## config.mk

```make
export PLATFORM = sky130hd
export DESIGN_NAME = byte_pair_bridge
export DESIGN_NICKNAME = d
export VERILOG_FILES = /design/src/rtl/bwb_pkg.sv /design/src/rtl/bwb_pick.sv /design/src/rtl/bwb_lanes.sv /design/src/rtl/bwb_fsm.sv /design/src/rtl/byte_pair_bridge.sv
export SDC_FILE = /design/constraint.sdc
export NUM_CORES = 1
export LEC_CHECK = 0
export BUFFER_PORTS_ARGS = -buffer_cell sky130_fd_sc_hd__buf_2
export CAP_MARGIN = 20
export CELL_PAD_IN_SITES_DETAIL_PLACEMENT = 1
export CELL_PAD_IN_SITES_GLOBAL_PLACEMENT = 2
export CORE_ASPECT_RATIO = 0.6
export CORE_MARGIN = 2
export CORE_UTILIZATION = 34
export CTS_BUF_LIST = sky130_fd_sc_hd__clkbuf_8
export DETAILED_ROUTE_END_ITERATION = 16
export GPL_TIMING_DRIVEN = 0
export PLACE_DENSITY = 0.86
export SLEW_MARGIN = 10
export SYNTH_ARGS = -nofsm -noshare
export SYNTH_HDL_FRONTEND = slang
export SYNTH_SLANG_ARGS = --single-unit
```

## constraint.sdc

```tcl
create_clock -name clk -period 2.2 [get_ports clk]
set_input_delay 0.11 -clock clk [delete_from_list [all_inputs] [get_ports clk]]
set_output_delay 0.11 -clock clk [all_outputs]
set_load 0.02 [all_outputs]
```

## src/rtl/bwb_pkg.sv

```systemverilog
package bwb_pkg;
  localparam int unsigned BYTE_W = 8;
  localparam int unsigned WORD_W = 2 * BYTE_W;

  typedef enum logic [1:0] {
    ST_IDLE = 2'd0,
    ST_DEV  = 2'd1,
    ST_ACK  = 2'd2
  } bwb_state_e;
endpackage

```

## src/rtl/bwb_pick.sv

```systemverilog
// Lowest-numbered asserted select wins.
module bwb_pick #(
  parameter int unsigned N_DEV = 2,
  localparam int unsigned IW = (N_DEV > 1) ? $clog2(N_DEV) : 1
) (
  input  logic [N_DEV-1:0] sel,
  output logic             any,
  output logic [IW-1:0]    idx
);
  always_comb begin
    any = 1'b0;
    idx = '0;
    for (int i = N_DEV - 1; i >= 0; i--) begin
      if (sel[i]) begin
        any = 1'b1;
        idx = IW'(i);
      end
    end
  end
endmodule

```

## src/rtl/bwb_lanes.sv

```systemverilog
// Optional exchange of the two byte lanes of a word.
module bwb_lanes #(
  parameter int unsigned BW = 8
) (
  input  logic            swap,
  input  logic [2*BW-1:0] din,
  output logic [2*BW-1:0] dout
);
  assign dout = swap ? {din[BW-1:0], din[2*BW-1:BW]} : din;
endmodule

```

## src/rtl/bwb_fsm.sv

```systemverilog
module bwb_fsm
  import bwb_pkg::*;
(
  input  logic       clk,
  input  logic       rst_n,
  input  logic       req,
  input  logic       any_sel,
  input  logic       needs_dev,
  input  logic       dev_done,
  output bwb_state_e state,
  output logic       start,
  output logic       finish
);
  bwb_state_e state_nxt;

  assign start  = (state == ST_IDLE) && req && any_sel;
  assign finish = (state == ST_DEV) && dev_done;

  always_comb begin
    state_nxt = state;
    unique case (state)
      ST_IDLE: if (start) state_nxt = needs_dev ? ST_DEV : ST_ACK;
      ST_DEV:  if (dev_done) state_nxt = ST_ACK;
      ST_ACK:  if (!req) state_nxt = ST_IDLE;
      default: state_nxt = ST_IDLE;
    endcase
  end

  always_ff @(posedge clk or negedge rst_n) begin
    if (!rst_n) state <= ST_IDLE;
    else        state <= state_nxt;
  end
endmodule

```

## src/rtl/byte_pair_bridge.sv

```systemverilog
module byte_pair_bridge
  import bwb_pkg::*;
#(
  parameter int unsigned N_DEV = 2,
  localparam int unsigned IW = (N_DEV > 1) ? $clog2(N_DEV) : 1
) (
  input  logic                    clk,
  input  logic                    rst_n,
  input  logic                    cpu_req,
  input  logic                    cpu_a0,
  input  logic                    cpu_we,
  input  logic [BYTE_W-1:0]       cpu_wdata,
  input  logic [N_DEV-1:0]        dev_sel,
  input  logic [N_DEV-1:0]        dev_swap,
  input  logic [N_DEV*WORD_W-1:0] dev_rdata,
  input  logic                    dev_done,
  output logic [BYTE_W-1:0]       cpu_rdata,
  output logic                    cpu_ack,
  output logic [WORD_W-1:0]       dev_wdata,
  output logic [N_DEV-1:0]        dev_rd,
  output logic [N_DEV-1:0]        dev_wr
);
  // Reset: asserted asynchronously, released on a clock edge.
  logic [1:0] rst_sync;
  logic       rst_int_n;
  always_ff @(posedge clk or negedge rst_n) begin
    if (!rst_n) rst_sync <= 2'b00;
    else        rst_sync <= {rst_sync[0], 1'b1};
  end
  assign rst_int_n = rst_sync[1];

  logic          any_sel, needs_dev, start, finish;
  logic [IW-1:0] pick_idx;
  bwb_state_e    state;

  bwb_pick #(.N_DEV(N_DEV)) i_pick (
    .sel(dev_sel), .any(any_sel), .idx(pick_idx)
  );

  // Reads touch the device on A0=0, writes on A0=1.
  assign needs_dev = (cpu_we == cpu_a0);

  bwb_fsm i_fsm (
    .clk(clk), .rst_n(rst_int_n), .req(cpu_req), .any_sel(any_sel),
    .needs_dev(needs_dev), .dev_done(dev_done),
    .state(state), .start(start), .finish(finish)
  );

  // Held-cycle registers.
  logic [IW-1:0]     idx_q;
  logic              we_q, swap_q;
  logic [BYTE_W-1:0] wlatch_q, rlatch_q, rdata_q;
  logic [WORD_W-1:0] wdata_q;

  // Clock enables.
  logic en_cap, en_wlatch, en_rlocal, en_wword, en_rword;
  assign en_cap    = start && needs_dev;
  assign en_wlatch = start && !needs_dev && cpu_we;
  assign en_rlocal = start && !needs_dev && !cpu_we;
  assign en_wword  = en_cap && cpu_we;
  assign en_rword  = finish && !we_q;

  // Write word: current byte high, held byte low, then optional exchange.
  logic [WORD_W-1:0] wword;
  bwb_lanes #(.BW(BYTE_W)) i_wlanes (
    .swap(dev_swap[pick_idx]), .din({cpu_wdata, wlatch_q}), .dout(wword)
  );

  // Read word of the device under access, optionally exchanged.
  logic [WORD_W-1:0] rword_raw, rword;
  assign rword_raw = dev_rdata[int'(idx_q)*WORD_W +: WORD_W];
  bwb_lanes #(.BW(BYTE_W)) i_rlanes (
    .swap(swap_q), .din(rword_raw), .dout(rword)
  );

  always_ff @(posedge clk or negedge rst_int_n) begin
    if (!rst_int_n) begin
      idx_q    <= '0;
      we_q     <= 1'b0;
      swap_q   <= 1'b0;
      wlatch_q <= '0;
      rlatch_q <= '0;
      rdata_q  <= '0;
      wdata_q  <= '0;
    end else begin
      if (en_cap) begin
        idx_q  <= pick_idx;
        we_q   <= cpu_we;
        swap_q <= dev_swap[pick_idx];
      end
      if (en_wlatch) wlatch_q <= cpu_wdata;
      if (en_wword)  wdata_q  <= wword;
      if (en_rlocal) rdata_q  <= rlatch_q;
      if (en_rword) begin
        rdata_q  <= rword[BYTE_W-1:0];
        rlatch_q <= rword[WORD_W-1:BYTE_W];
      end
    end
  end

  for (genvar g = 0; g < N_DEV; g++) begin : g_stb
    assign dev_rd[g] = (state == ST_DEV) && !we_q && (idx_q == IW'(g));
    assign dev_wr[g] = (state == ST_DEV) &&  we_q && (idx_q == IW'(g));
  end

  assign cpu_ack   = (state == ST_ACK);
  assign cpu_rdata = rdata_q;
  assign dev_wdata = wdata_q;
endmodule

```

# Word level (Yosys, flattened, before mapping)
# Index checks and enable logic that the tools add are counted.
[classes]
n_lt_le_gt_ge = 1
n_eq_ne = 6
shifts = 1
n_mux = 14
bitwise_logic = 1
reduce_logical = 21
[ops]
columns = ["op", "n"]
rows = [
  ["16-bit two-way mux", 2],
  ["32-bit by 6-bit variable part select with 16-bit output", 1],
  ["8-bit two-way mux", 2],
  ["1-bit logical AND", 15],
  ["2-bit two-way mux", 4],
  ["2-bit != test (second input constant)", 3],
  ["2-bit case mux with 3 select lines", 1],
  ["1-bit two-way mux", 5],
  ["1-bit logical NOT", 3],
  ["3-bit AND reduction", 1],
  ["2-bit by 1-bit equality test with 1-bit output (second input constant)", 1],
  ["2-bit equality test (second input constant)", 1],
  ["2-bit logical NOT", 1],
  ["1-bit by 2-bit less-than comparator with 1-bit output (second input constant)", 1],
  ["2-bit nonzero test", 1],
  ["1-bit equality test", 1],
  ["1-bit NOT", 1],
]
[totals]
register_bits = 47
input_bits = 50
output_inout_bits = 29
elab_cells = 53

# Depth between registers and ports, before layout
[logic_depth]
word_depth = 7
ltp_mapped = 6
depth_no_buf = 4

# Modules after synthesis
# From an unflattened synthesis, not the netlist that was laid out.
[unflattened]
hier_cells = 181
area_unflattened_um2 = 2673.8
[modules_own_cells]
columns = ["module", "instances", "cells_each", "area_per_inst_um2", "seq_area_each_um2"]
rows = [
  ["byte_pair_bridge", 1, 131, 2050.7, 1126.1],
  ["bwb_lanes", 2, 18, 249.0, 0.0],
  ["bwb_fsm", 1, 12, 110.1, 50.0],
  ["bwb_pick", 1, 2, 15.0, 0.0],
]

# Worst setup path after synthesis
# Ideal clock, no wire load.
[synth_timing]
kind = "flip-flop to flip-flop"
startpoint = "register i_fsm.state[0]"
endpoint = "register wlatch_q[0]"
setup_time_ns = 0.125
arrival_ns = 1.597
required_ns = 2.075
slack_ns = 0.478
stages_incl_launch_ff = 5
path_buffers = 1
synth_period_minus_slack_ns = 1.722
cell_sequence = "dfrtp_1 -> buf_6 -> or3_4 -> nor3b_4 -> mux2_2"
[synth_via]
elab_chain_len = 5
[synth_rtl]
columns = ["element", "line_no", "text"]
rows = [
  ["start: declaration", "bwb_fsm.sv:10", "output bwb_state_e state,"],
  ["start signal: assignment", "bwb_fsm.sv:31", "else state <= state_nxt;"],
  ["2-bit logical NOT", "bwb_fsm.sv:16", "assign start = (state == ST_IDLE) && req && any_sel;"],
  ["1-bit logical AND (2 in series)", "bwb_fsm.sv:16", ""],
  ["1-bit logical AND (2 in series)", "byte_pair_bridge.sv:58", "assign en_wlatch = start && !needs_dev && cpu_we;"],
  ["end signal: assignment", "byte_pair_bridge.sv:91", "if (en_wlatch) wlatch_q <= cpu_wdata;"],
  ["end: declaration", "byte_pair_bridge.sv:52", "logic [BYTE_W-1:0] wlatch_q, rlatch_q, rdata_q;"],
]
# Every way passes these cells.
# A chain may end at the register's enable or synchronous reset.

# Worst setup path after layout
[layout_timing]
startpoint = "register i_fsm.state[1]"
endpoint = "register wlatch_q[1]"
# The elaborated chain is that of the path after synthesis.

==> qor.yml <==
synth-compound-area-share: 0.128
setup_slack_ps: 263
iteration_0_drc_count_of_the_detailed_router: 86
detailedPlace.worstSlack_ps: 257
clock_sink_count: 47
timing.critical_path.max_delay_family: "simple AND/OR/NAND/NOR gates"
max-clock-path-buffers: 2
tightest_hold_check_type: "in -> reg"
filler_cell_count: 804
max_clock_freq_mhz: 516
post_synth_fa_ha_maj_area_fraction: 0
gp_congestion: 0.772
drt-wirelength-per-cell_um: 16.4
outcome: "complete, no violations"
number_of_max_cap_violations: 0
cp_data_arrival_time_ps: 2120
globalRoute.totalOverflow: 0
detail_route.first_pass.iterations: 4
regToRegSetupSlack_ps: 260
syn-mean-instance-area_um2: 9.93
route.antenna.remaining_nets: 0
post_synth_instance_area_mm2: 0.00240
io_pins: 79
critical_path.startpoint_type: "register"
synthMuxAreaShare: 0.189
initial_antenna_violation_count: 0
quantity_of_i_o_buffers_inserted_on_ports: 78
timing.critical_path.cells: "buf_2, or3_4, nor3b_4, mux2_2"
layout-drive-gt1-share: 0.344
synthDistinctLibCells: 31
dominant_combinational_cell_family_by_area_after_synthesis: "multiplexers"
clk_pin_slew_worst_paths_ps: 90
tritoncts.num_buffers: 5
dp_hpwl_um: 5410
first_pass_grt_wire_length_um: 11300
postSynthCellCount: 242
ys_ff_latch: 47
maximum_fanout_count_along_the_critical_path: 10
route.detailed.vias_per_inst: 5.05
worst-setup-path-type: "reg -> reg"
crit_path_top_delay_cell: "nor3b_4"
cts_setup_buffers: 0
areaGrowthSynthToFinish_pct: 26.4
grt_setup_unrepaired: "no"
cts_htree_levels: 2
worst-path-buf-inv: 1
detail_route.wirelength_um: 6870
critical-path-max-stage-delay_ps: 480
finalSetupViolations: 0
post_synth_xor_area_fraction: 0.00364
grt_max_degree: 26
std_cell_rows: 23
synth_simple_gate_area_share: 0.158
vias: 2111
drv_slew: 0
ys.flop_type: "dfrtp_1"
async_flop_share: 1.00
grt_pass1_vias: 2266
slew-limit-headroom: 0.541
initial_core_utilization: 0.355
worst_pin_slew_ps: 689
die_width_um: 113
timing_hold_violations_final: 0
timing.final.crit_period_ps: 1940
number_of_synthesized_flops_with_an_enable_pin: 0
total_leakage_power_nw: 1.43
fin_tns_setup_ps: 0
dp_cells: 409
critical_path_required_ps: 2390
floorplan.core_area_mm2: 0.00676
worstSkewPairLatency_ps: 290
nets: 380
fin_cells: 418
power.density_cell_area_mw_per_mm2: 1090
final.period_utilization: 0.880
synth-warning-count: 0
syn_nets: 292
antenna-diode-count: 0
floorplan.die_area_mm2: 0.00778
tritoncts: "built"
critical_path.endpoint_type: "register"
grt_use_total: 0.179
fp.dieH_um: 69.1
timing.clock.skew_ps: 4.81
ys_seq_area_frac: 0.489
clock_tree.root_cell: "clkbuf_8"
number_of_drc_violations_after_detailed_routing: 0
vdd_drop_max_uv: 421
==> layer usage <==
metal,global-route usage,share of wire,up-vias
li1,-,-,1021
met1,0.271,0.53,1054
met2,0.269,0.44,32
met3,0.0325,0.028,4
met4,0.0325,0.0063,0
met5,0,0,-
==> worst register-to-register path, cell delays in order, from the launching register on <==
cell and delay [ps]:
dfrtp_1 360, buf_2 180, or3_4 410, nor3b_4 480
mux2_2 400
==> state kept, by name, indices dropped and copies added (netlist names) <==
| name | cells |
|---|---|
| cpu_rdata | 8 |
| dev_wdata | 16 |
| i_fsm.state | 2 |
| idx_q | 1 |
| rlatch_q | 8 |
| rst_sync | 2 |
| swap_q | 1 |
| we_q | 1 |
| wlatch_q | 8 |
==> power by group <==
part / internal [mW] / switching, mW
Sequential: 1.19 / 0.200
Combinational: 0.551 / 0.823
Clock: 0.250 / 0.291
==> Yosys cell counts, types with 2 or more instances <==
| cell | instances | share of area |
|---|---|---|
| dfrtp_1 | 47 | 0.49 |
| nand2_1 | 29 | 0.045 |
| nor2_1 | 27 | 0.042 |
| a21oi_1 | 24 | 0.050 |
| mux2i_1 | 24 | 0.10 |
| o21ai_0 | 19 | 0.040 |
| mux2_2 | 16 | 0.075 |
| clkbuf_1 | 11 | 0.017 |
| nand3_1 | 9 | 0.019 |
| o211ai_1 | 9 | 0.028 |
| and2_1 | 2 | 0.0052 |
| buf_2 | 2 | 0.0042 |
| buf_6 | 2 | 0.0094 |
| nand2b_1 | 2 | 0.0052 |
| nor2b_1 | 2 | 0.0052 |
| nor3_1 | 2 | 0.0042 |
==> cell type report <==
| class | instances | area [µm²] | share of cell area |
|---|---|---|---|
| Multi-Input combinational cell | 180 | 1160 | 0.382 |
| Buffer | 15 | 73.8 | 0.0243 |
| Sequential cell | 47 | 1180 | 0.387 |
| Clock buffer | 6 | 82.6 | 0.0272 |
| Clock inverter | 2 | 8.76 | 0.00288 |
| Timing Repair Buffer | 81 | 428 | 0.141 |
| Tap cell | 87 | 109 | 0.0358 |
==> worst paths after layout <==
check / endpoint / cells past startpoint / startpoint
worst max-delay path: wlatch_q[1] / 4 / i_fsm.state[1]
worst min-delay path: i_fsm.state[0] / 2 / dev_done
worst max register to register: wlatch_q[1] / 4 / i_fsm.state[1]
worst min register to register: cpu_rdata[3] / 0 / rst_sync[1]
max in group asynchronous: dev_wdata[0] / 1 / rst_sync[1]
min in group asynchronous: rst_sync[0] / 2 / rst_n
==> per-stage QoR <==
stage               power (mW)   util  hold slack (ps)  instance area [µm²]
floorplan                 2.30      -             -186                 2400
global placement          2.73  0.429             -105                 2900
detailed placement        2.79  0.434             -103                 2940
CTS                       3.34  0.449             23.4                 3040
global route              3.55  0.449             44.5                 3040
finish                    3.31  0.449             33.4                 3040
==> layout by cell type (no fill, tap or decap), drive strengths merged, types with 17 or more instances in the layout <==
cell type	n
a21oi	24
buf	84
clkbuf	17
dfrtp	47
mux2	17
mux2i	25
nand2	29
nor2	27
o21ai	20
==> cells by family (layout without fill, tap and decap cells) <==
logic type | count (synthesis) | after routing
DFF | 47 | 47
other | 1 | 1
xor gates and xnor gates | 1 | 1
muxes | 42 | 42
and+or+nand+nor | 81 | 81
AOI/OAI and AO/OA | 55 | 55
buffers and inverters | 15 | 104
==> what timing repair did <==
action                    CTS  global route
gates resized for setup     0             0
hold buffers                1             0
hold endpoints to repair    2             0
Power figures use the tool's default switching activity.
